$ cat config.mk
export PLATFORM = sky130hd
export DESIGN_NAME = srp_port
export DESIGN_NICKNAME = d
export VERILOG_FILES = /design/src/rtl/srp_pkg.sv /design/src/rtl/srp_sync.sv /design/src/rtl/srp_regfile.sv /design/src/rtl/srp_i2c_eng.sv /design/src/rtl/srp_spi_eng.sv /design/src/rtl/srp_port.sv
export SDC_FILE = /design/constraint.sdc
export NUM_CORES = 1
export LEC_CHECK = 0
export BUFFER_PORTS_ARGS = -buffer_cell sky130_fd_sc_hd__clkbuf_2
export CAP_MARGIN = 0
export CELL_PAD_IN_SITES_DETAIL_PLACEMENT = 1
export CELL_PAD_IN_SITES_GLOBAL_PLACEMENT = 2
export CORE_MARGIN = 2
export CORE_UTILIZATION = 44
export DETAILED_ROUTE_END_ITERATION = 8
export GPL_ROUTABILITY_DRIVEN = 0
export PLACE_DENSITY = 0.78
export SLEW_MARGIN = 30
export SYNTH_ARGS = -nofsm -noshare
export SYNTH_HDL_FRONTEND = slang
export SYNTH_SLANG_ARGS = --single-unit
export TNS_END_PERCENT = 1
$ cat constraint.sdc
create_clock -name clk -period 3.2 [get_ports clk]
set_input_delay 0.48 -clock clk [delete_from_list [all_inputs] [get_ports clk]]
set_output_delay 0.48 -clock clk [all_outputs]
set_load 0.005 [all_outputs]
$ cat src/rtl/srp_pkg.sv
package srp_pkg;
  localparam int DATA_W = 8;

  typedef enum logic [2:0] {
    I_IDLE, I_ADDR, I_PTR, I_WDATA, I_TX, I_IGNORE
  } i2c_st_t;

  typedef enum logic [1:0] {
    S_CMD, S_RD, S_WR
  } spi_st_t;
endpackage

$ cat src/rtl/srp_sync.sv
module srp_sync #(
  parameter int          W       = 4,
  parameter int          STAGES  = 2,
  parameter logic [W-1:0] RST_VAL = '1
) (
  input  logic         clk,
  input  logic         rst,
  input  logic [W-1:0] d,
  output logic [W-1:0] q
);
  logic [W-1:0] chain [STAGES];

  genvar g;
  generate
    for (g = 0; g < STAGES; g++) begin : g_stage
      always_ff @(posedge clk) begin
        if (rst) chain[g] <= RST_VAL;
        else if (g == 0) chain[g] <= d;
        else chain[g] <= chain[(g == 0) ? 0 : g-1];
      end
    end
  endgenerate

  assign q = chain[STAGES-1];
endmodule

$ cat src/rtl/srp_regfile.sv
module srp_regfile #(
  parameter int AW = 7,
  parameter int DW = 8
) (
  input  logic          clk,
  input  logic          we,
  input  logic [AW-1:0] waddr,
  input  logic [DW-1:0] wdata,
  input  logic [AW-1:0] raddr,
  output logic [DW-1:0] rdata
);
  localparam int DEPTH = 1 << AW;
  logic [DW-1:0] mem [DEPTH];

  always_ff @(posedge clk) begin
    if (we) mem[waddr] <= wdata;
    rdata <= mem[raddr];
  end
endmodule

$ cat src/rtl/srp_i2c_eng.sv
module srp_i2c_eng
  import srp_pkg::*;
#(
  parameter int         AW      = 7,
  parameter logic [5:0] DEV_HI  = 6'b110100
) (
  input  logic              clk,
  input  logic              rst,
  input  logic              en,
  input  logic              scl_s,
  input  logic              sda_s,
  input  logic              addr_lsb,
  input  logic [DATA_W-1:0] rdata,
  output logic              we,
  output logic [AW-1:0]     ptr,
  output logic [DATA_W-1:0] wdata,
  output logic              pull,
  output logic              busy
);
  logic              scl_p, sda_p;
  i2c_st_t           st;
  logic [3:0]        bcnt;
  logic              ackph;
  logic [DATA_W-1:0] sh, tx;

  always_ff @(posedge clk) begin
    if (rst) begin
      scl_p <= 1'b1;
      sda_p <= 1'b1;
    end else begin
      scl_p <= scl_s;
      sda_p <= sda_s;
    end
  end

  wire scl_rise = scl_s & ~scl_p;
  wire scl_fall = ~scl_s & scl_p;
  wire start_c  = scl_s & scl_p & sda_p & ~sda_s;
  wire stop_c   = scl_s & scl_p & ~sda_p & sda_s;

  assign wdata = sh;

  always_ff @(posedge clk) begin
    if (rst || !en) begin
      st    <= I_IDLE;
      bcnt  <= '0;
      ackph <= 1'b0;
      sh    <= '0;
      tx    <= '0;
      ptr   <= '0;
      pull  <= 1'b0;
      busy  <= 1'b0;
      we    <= 1'b0;
    end else begin
      we <= 1'b0;
      if (start_c) begin
        busy  <= 1'b1;
        st    <= I_ADDR;
        bcnt  <= '0;
        ackph <= 1'b0;
        pull  <= 1'b0;
      end else if (stop_c) begin
        busy <= 1'b0;
        st   <= I_IDLE;
        pull <= 1'b0;
      end else begin
        case (st)
          I_ADDR, I_PTR, I_WDATA: begin
            if (scl_rise && !ackph && bcnt < 4'd8) begin
              sh   <= {sh[DATA_W-2:0], sda_s};
              bcnt <= bcnt + 4'd1;
            end
            if (scl_fall && !ackph && bcnt == 4'd8) begin
              ackph <= 1'b1;
              if (st == I_ADDR) begin
                if (sh[7:1] == {DEV_HI, addr_lsb}) pull <= 1'b1;
                else st <= I_IGNORE;
              end else if (st == I_PTR) begin
                pull <= 1'b1;
                ptr  <= sh[AW-1:0];
              end else begin
                pull <= 1'b1;
                we   <= 1'b1;
              end
            end else if (scl_fall && ackph) begin
              ackph <= 1'b0;
              pull  <= 1'b0;
              bcnt  <= '0;
              if (st == I_ADDR) begin
                if (sh[0]) begin
                  st   <= I_TX;
                  pull <= ~rdata[7];
                  tx   <= {rdata[6:0], 1'b0};
                  bcnt <= 4'd1;
                end else begin
                  st <= I_PTR;
                end
              end else if (st == I_PTR) begin
                st <= I_WDATA;
              end else begin
                ptr <= ptr + 1'b1;
              end
            end
          end
          I_TX: begin
            if (scl_fall) begin
              if (bcnt < 4'd8) begin
                pull <= ~tx[7];
                tx   <= {tx[6:0], 1'b0};
                bcnt <= bcnt + 4'd1;
              end else if (bcnt == 4'd8) begin
                pull <= 1'b0;
                bcnt <= 4'd9;
              end else if (bcnt == 4'd10) begin
                pull <= ~rdata[7];
                tx   <= {rdata[6:0], 1'b0};
                bcnt <= 4'd1;
              end
            end
            if (scl_rise && bcnt == 4'd9) begin
              if (!sda_s) begin
                ptr  <= ptr + 1'b1;
                bcnt <= 4'd10;
              end else begin
                st <= I_IGNORE;
              end
            end
          end
          default: ;
        endcase
      end
    end
  end
endmodule

$ cat src/rtl/srp_spi_eng.sv
module srp_spi_eng
  import srp_pkg::*;
#(
  parameter int AW = 7
) (
  input  logic              clk,
  input  logic              rst,
  input  logic              sel,
  input  logic              sclk_s,
  input  logic              sdi_s,
  input  logic [DATA_W-1:0] rdata,
  output logic              we,
  output logic [AW-1:0]     waddr,
  output logic [DATA_W-1:0] wdata,
  output logic [AW-1:0]     ptr,
  output logic              sdo,
  output logic              sdo_oe
);
  logic              sclk_p;
  spi_st_t           ph;
  logic [2:0]        cnt;
  logic [DATA_W-1:0] sh, tx;

  always_ff @(posedge clk) begin
    if (rst) sclk_p <= 1'b0;
    else     sclk_p <= sclk_s;
  end

  wire rise = sclk_s & ~sclk_p;
  wire fall = ~sclk_s & sclk_p;
  wire [DATA_W-1:0] nxt = {sh[DATA_W-2:0], sdi_s};

  always_ff @(posedge clk) begin
    if (rst || !sel) begin
      ph     <= S_CMD;
      cnt    <= '0;
      sh     <= '0;
      tx     <= '0;
      ptr    <= '0;
      waddr  <= '0;
      wdata  <= '0;
      we     <= 1'b0;
      sdo    <= 1'b0;
      sdo_oe <= 1'b0;
    end else begin
      we <= 1'b0;
      if (rise) begin
        sh <= nxt;
        if (cnt == 3'd7) begin
          cnt <= '0;
          case (ph)
            S_CMD: begin
              ptr    <= nxt[AW-1:0];
              ph     <= nxt[7] ? S_RD : S_WR;
              sdo_oe <= nxt[7];
            end
            S_WR: begin
              we    <= 1'b1;
              wdata <= nxt;
              waddr <= ptr;
              ptr   <= ptr + 1'b1;
            end
            default: ptr <= ptr + 1'b1;
          endcase
        end else begin
          cnt <= cnt + 3'd1;
        end
      end
      if (fall && ph == S_RD) begin
        if (cnt == 3'd0) begin
          sdo <= rdata[7];
          tx  <= {rdata[6:0], 1'b0};
        end else begin
          sdo <= tx[7];
          tx  <= {tx[6:0], 1'b0};
        end
      end
    end
  end
endmodule

$ cat src/rtl/srp_port.sv
module srp_port
  import srp_pkg::*;
#(
  parameter int         REG_AW      = 7,
  parameter int         SYNC_STAGES = 2,
  parameter logic [5:0] DEV_ADDR_HI = 6'b110100
) (
  input  logic clk,
  input  logic rst,
  input  logic cs_n_i,
  input  logic scl_i,
  input  logic sda_i,
  input  logic pin_ad_i,
  input  logic i2c_dis_i,
  output logic sda_pull_o,
  output logic sdo_o,
  output logic sdo_oe_o,
  output logic bus_busy_o
);
  logic [3:0] pins_s;
  logic cs_s, scl_s, sda_s, ad_s;

  srp_sync #(.W(4), .STAGES(SYNC_STAGES), .RST_VAL(4'b1110)) u_sync (
    .clk(clk), .rst(rst),
    .d({cs_n_i, scl_i, sda_i, pin_ad_i}),
    .q(pins_s)
  );
  assign {cs_s, scl_s, sda_s, ad_s} = pins_s;

  wire i2c_en  = cs_s & ~i2c_dis_i;
  wire spi_sel = ~cs_s;

  logic              i2c_we, spi_we, rf_we;
  logic [REG_AW-1:0] i2c_ptr, spi_ptr, spi_waddr, rf_waddr, rf_raddr;
  logic [DATA_W-1:0] i2c_wdata, spi_wdata, rf_wdata, rf_rdata;

  srp_i2c_eng #(.AW(REG_AW), .DEV_HI(DEV_ADDR_HI)) u_i2c (
    .clk(clk), .rst(rst), .en(i2c_en),
    .scl_s(scl_s), .sda_s(sda_s), .addr_lsb(ad_s),
    .rdata(rf_rdata), .we(i2c_we), .ptr(i2c_ptr), .wdata(i2c_wdata),
    .pull(sda_pull_o), .busy(bus_busy_o)
  );

  srp_spi_eng #(.AW(REG_AW)) u_spi (
    .clk(clk), .rst(rst), .sel(spi_sel),
    .sclk_s(scl_s), .sdi_s(sda_s), .rdata(rf_rdata),
    .we(spi_we), .waddr(spi_waddr), .wdata(spi_wdata), .ptr(spi_ptr),
    .sdo(sdo_o), .sdo_oe(sdo_oe_o)
  );

  always_comb begin
    if (spi_sel) begin
      rf_we    = spi_we;
      rf_waddr = spi_waddr;
      rf_wdata = spi_wdata;
      rf_raddr = spi_ptr;
    end else begin
      rf_we    = i2c_we;
      rf_waddr = i2c_ptr;
      rf_wdata = i2c_wdata;
      rf_raddr = i2c_ptr;
    end
  end

  srp_regfile #(.AW(REG_AW), .DW(DATA_W)) u_rf (
    .clk(clk), .we(rf_we), .waddr(rf_waddr), .wdata(rf_wdata),
    .raddr(rf_raddr), .rdata(rf_rdata)
  );
endmodule

==> results.toml <==
[logic_synthesis]
ys_ff_latch = 1119
synthCells = 2722
synth_warnings = 0
yosysSeqAreaShare = 0.732
ys.flop_type = "edfxtp_1"
postSynthAreaPerCell_um2 = 16.4
synth-edff-count = 1024
syn-cell-area_um2 = 44600
syn-num-nets = 2738
synth_cell_types = 76
async_flop_share = 0

[route]
dr.pass1.iters = 5
ant_nets = 0
post-route-drc-count = 0
routed-via-count = 26100
drt-total-wl_mm = 126
drtIter0Drc = 2458
post_drt_wl_per_cell_um = 28.4
vias_per_cell = 5.87

[die]
start_util = 0.445
chipHeight_um = 322
ios = 11
core_area_um2 = 100000
row_count = 116
die_area_um2 = 104000
die_x_um = 322

[worst_setup_path]
r2r_end = "u_rf.rdata[0]"
r2r_start = "u_sync.chain[1][3]"
cp_max_fo = 38
rr_worst_depth = 11
setup.worst_path.end_class = "flop"
cp.depth = 11
crit_slowest_cell = "dfxtp_2"
startpoint = "u_sync.chain[1][3]"
max_stage_delay_ns = 0.42
critPathKind = "flop to flop"
start_kind = "flop"
crit_required_ns = 3.73
worstPathArrival_ns = 3.65
ff2ff_setup_slack_ns = 0.09
path_buf_inv = 4
path_cells = "buf_4 > mux2i_4 > buf_12 > buf_12 > mux4_2 > a22oi_1 > a21oi_1 > nor3_2 > buf_4 > a31o_2 > a21oi_1"
crit_end = "u_rf.rdata[0]"
cp_top_family = "buffers and inverters"

[sta]
setup_viol = 0
worst_pin_slew_ns = 0.967
setup_slack_ns = 0.0851
drv_slew = 0
finalCritPeriodShare = 0.973
maxSlewHeadroom = 0.353
finalCriticalPeriod_ns = 3.11
skew_ns = 0.0330
fmax_mhz = 321
fin_tns_setup_ns = 0
rsz0062_at_grt = "true"
finalHoldViolations = 0

[cts]
cts_tree = "built"
path_clk_slew_ns = 0.06
cts_max_path_buffers = 3
clk_latency_ns = 0.70
numCtsBuffers = 112
htreeDepth = 3
clock-sinks = 1119
root_buffer = "clkbuf_16"

[final_layout]
drive_gt1_frac = 0.225
areaGrowthSynthToFinish_pct = 16.6
diodes = 0
fin_nets = 3009

[pwr]
p_leak_nw = 16.5
power_density_nw_per_um2 = 559
ir_drop_mv = 0.436

[global_route]
grt_pass1_wl_mm = 185
grt_pass1_vias = 27300
grt_use_met3 = 0.0436
grt_usage = 0.243
use_met1 = 0.325
use_met2 = 0.401
grt_max_degree = 74
grt_overflow = 0
grt_most_used_layer = "met2"
antenna_found_initial = 2

[min_path]
hold_class = "input port to flop"
hold_depth = 2

[outcome]
status = "finished clean"

[placed_design]
io_buffers = 10
dp_slack_ns = -0.119
dp_hpwl_mm = 82.9

[flow_run]
cap_violations = 0
[how the worst min path moves through the flow]
| stage | end | from |
|---|---|---|
| after CTS | u_sync.chain[0][0] | pin_ad_i |
| after detailed placement | u_sync.chain[1][2] | u_sync.chain[0][2] |
| final | u_sync.chain[0][0] | pin_ad_i |
| after global placement | u_sync.chain[1][2] | u_sync.chain[0][2] |
| after global routing | u_sync.chain[0][0] | pin_ad_i |
| after floorplan | u_sync.chain[1][1] | u_sync.chain[0][1] |
[worst register-to-register path, cell delays in order, from the launching register on]
cell	delay [ns]
dfxtp_2	0.42
buf_4	0.21
mux2i_4	0.34
buf_12	0.23
buf_12	0.26
mux4_2	0.35
a22oi_1	0.36
a21oi_1	0.16
nor3_2	0.29
buf_4	0.18
a31o_2	0.09
a21oi_1	0.07
[where the power goes]
part	leakage, nW	total (mW)	internal (mW)	switching (mW)
Combinational	5.04	0.260	0.0962	0.163
Sequential	9.67	15.7	15.7	0.0122
Clock	1.77	13.1	7.56	5.54
Total	16.5	29.1	23.4	5.71
[flip-flops by register name (all words and copies together) (netlist names), 4 cells and up]
signal and cells:
u_spi.sh 7, u_i2c.wdata 8, u_rf.rdata 8, u_spi.waddr 7, u_rf.mem 1024, u_spi.tx 7
u_i2c.bcnt 4, u_i2c.tx 7, u_sync.chain 8, u_spi.wdata 8, u_spi.ptr 7, u_i2c.ptr 7
[logic make-up after synthesis]
group,Yosys count,share of synthesized area
XOR/XNOR,2,0.000393
AND/OR/NAND/NOR,655,0.0644
adder cells (fa/ha/maj),9,0.00253
buffers and inverters,174,0.0200
AO/OA/AOI/OAI,443,0.0631
flip-flops,1119,0.732
multiplexers,320,0.117
[per-layer routing]
| layer | vias to the layer above | wire (um) |
|---|---|---|
| met5 | - | 13 |
| met4 | 2 | 4400 |
| met3 | 234 | 8540 |
| met2 | 894 | 62000 |
| met1 | 13700 | 51000 |
| li1 | 11200 | - |
[area by class of cell]
| type | instances | area (um2) |
|---|---|---|
| fill | 9355 | 48300 |
| sequential | 1119 | 32700 |
| multi-input combinational | 1429 | 11200 |
| clock buffer | 144 | 3040 |
| timing repair buffer | 317 | 2760 |
| tap | 1357 | 1700 |
| clock inverter | 61 | 606 |
| inverter | 14 | 52.6 |
[what timing repair did]
item                                    CTS  global route
endpoints found under the hold margin     3             0
endpoints found under the setup margin    3             7
hold buffers                              3             0
resized for setup                         3             9
buffers inserted                          0            10
gates cloned                              0             1
[cells in the mapped netlist, types with 26 or more instances]
cell      count  area [um2]
buf_2        45         225
dfxtp_1      95        1900
nor3_1       31         155
o22ai_1      53         332
nand2_1     280        1050
mux2i_1     142        1420
edfxtp_1   1024       30700
nor2_1      207         777
mux4_2      158        3560
o21ai_0      41         205
a22oi_1      45         338
a21oi_1     184         921
clkbuf_1     70         263
nor4_1       26         163
[cells in the final DEF, fill, tap and decap left out, types with 9 or more instances in the layout]
| cell type | count |
|---|---|
| inv_1 | 14 |
| a22oi_1 | 45 |
| a21oi_1 | 182 |
| ha_1 | 9 |
| nor2_1 | 204 |
| mux4_2 | 158 |
| o22ai_1 | 53 |
| buf_4 | 270 |
| bufinv_16 | 11 |
| nor3_1 | 30 |
| o221ai_1 | 22 |
| o21ai_0 | 41 |
| clkbuf_2 | 10 |
| mux2i_1 | 140 |
| nand3_1 | 17 |
| nor2b_1 | 15 |
| nor4_1 | 26 |
| or2_2 | 11 |
| buf_12 | 27 |
| dfxtp_1 | 94 |
| edfxtp_1 | 1024 |
| a211oi_1 | 15 |
| a22o_1 | 11 |
| clkbuf_16 | 115 |
| a31oi_1 | 12 |
| nand2_1 | 280 |
| a2111oi_0 | 9 |
| clkbuf_1 | 23 |
| nand2b_1 | 16 |
| clkinv_1 | 17 |
| clkinv_2 | 20 |
[stage by stage]
step                      hold WS, ns  utilization  std cells  area [um2]  total power, mW
after floorplan                 0.389            -       2722       44600             16.2
after global placement          0.405        0.480       4221       48100             16.3
after detailed placement        0.405        0.480       4221       48100             16.3
after CTS                     0.00504        0.517       4429       51800             29.3
after global routing           0.0121        0.518       4441       52000             29.8
final                          0.0353        0.518       4441       52000             29.1
Note: power is estimated with default switching activity, not from simulation.
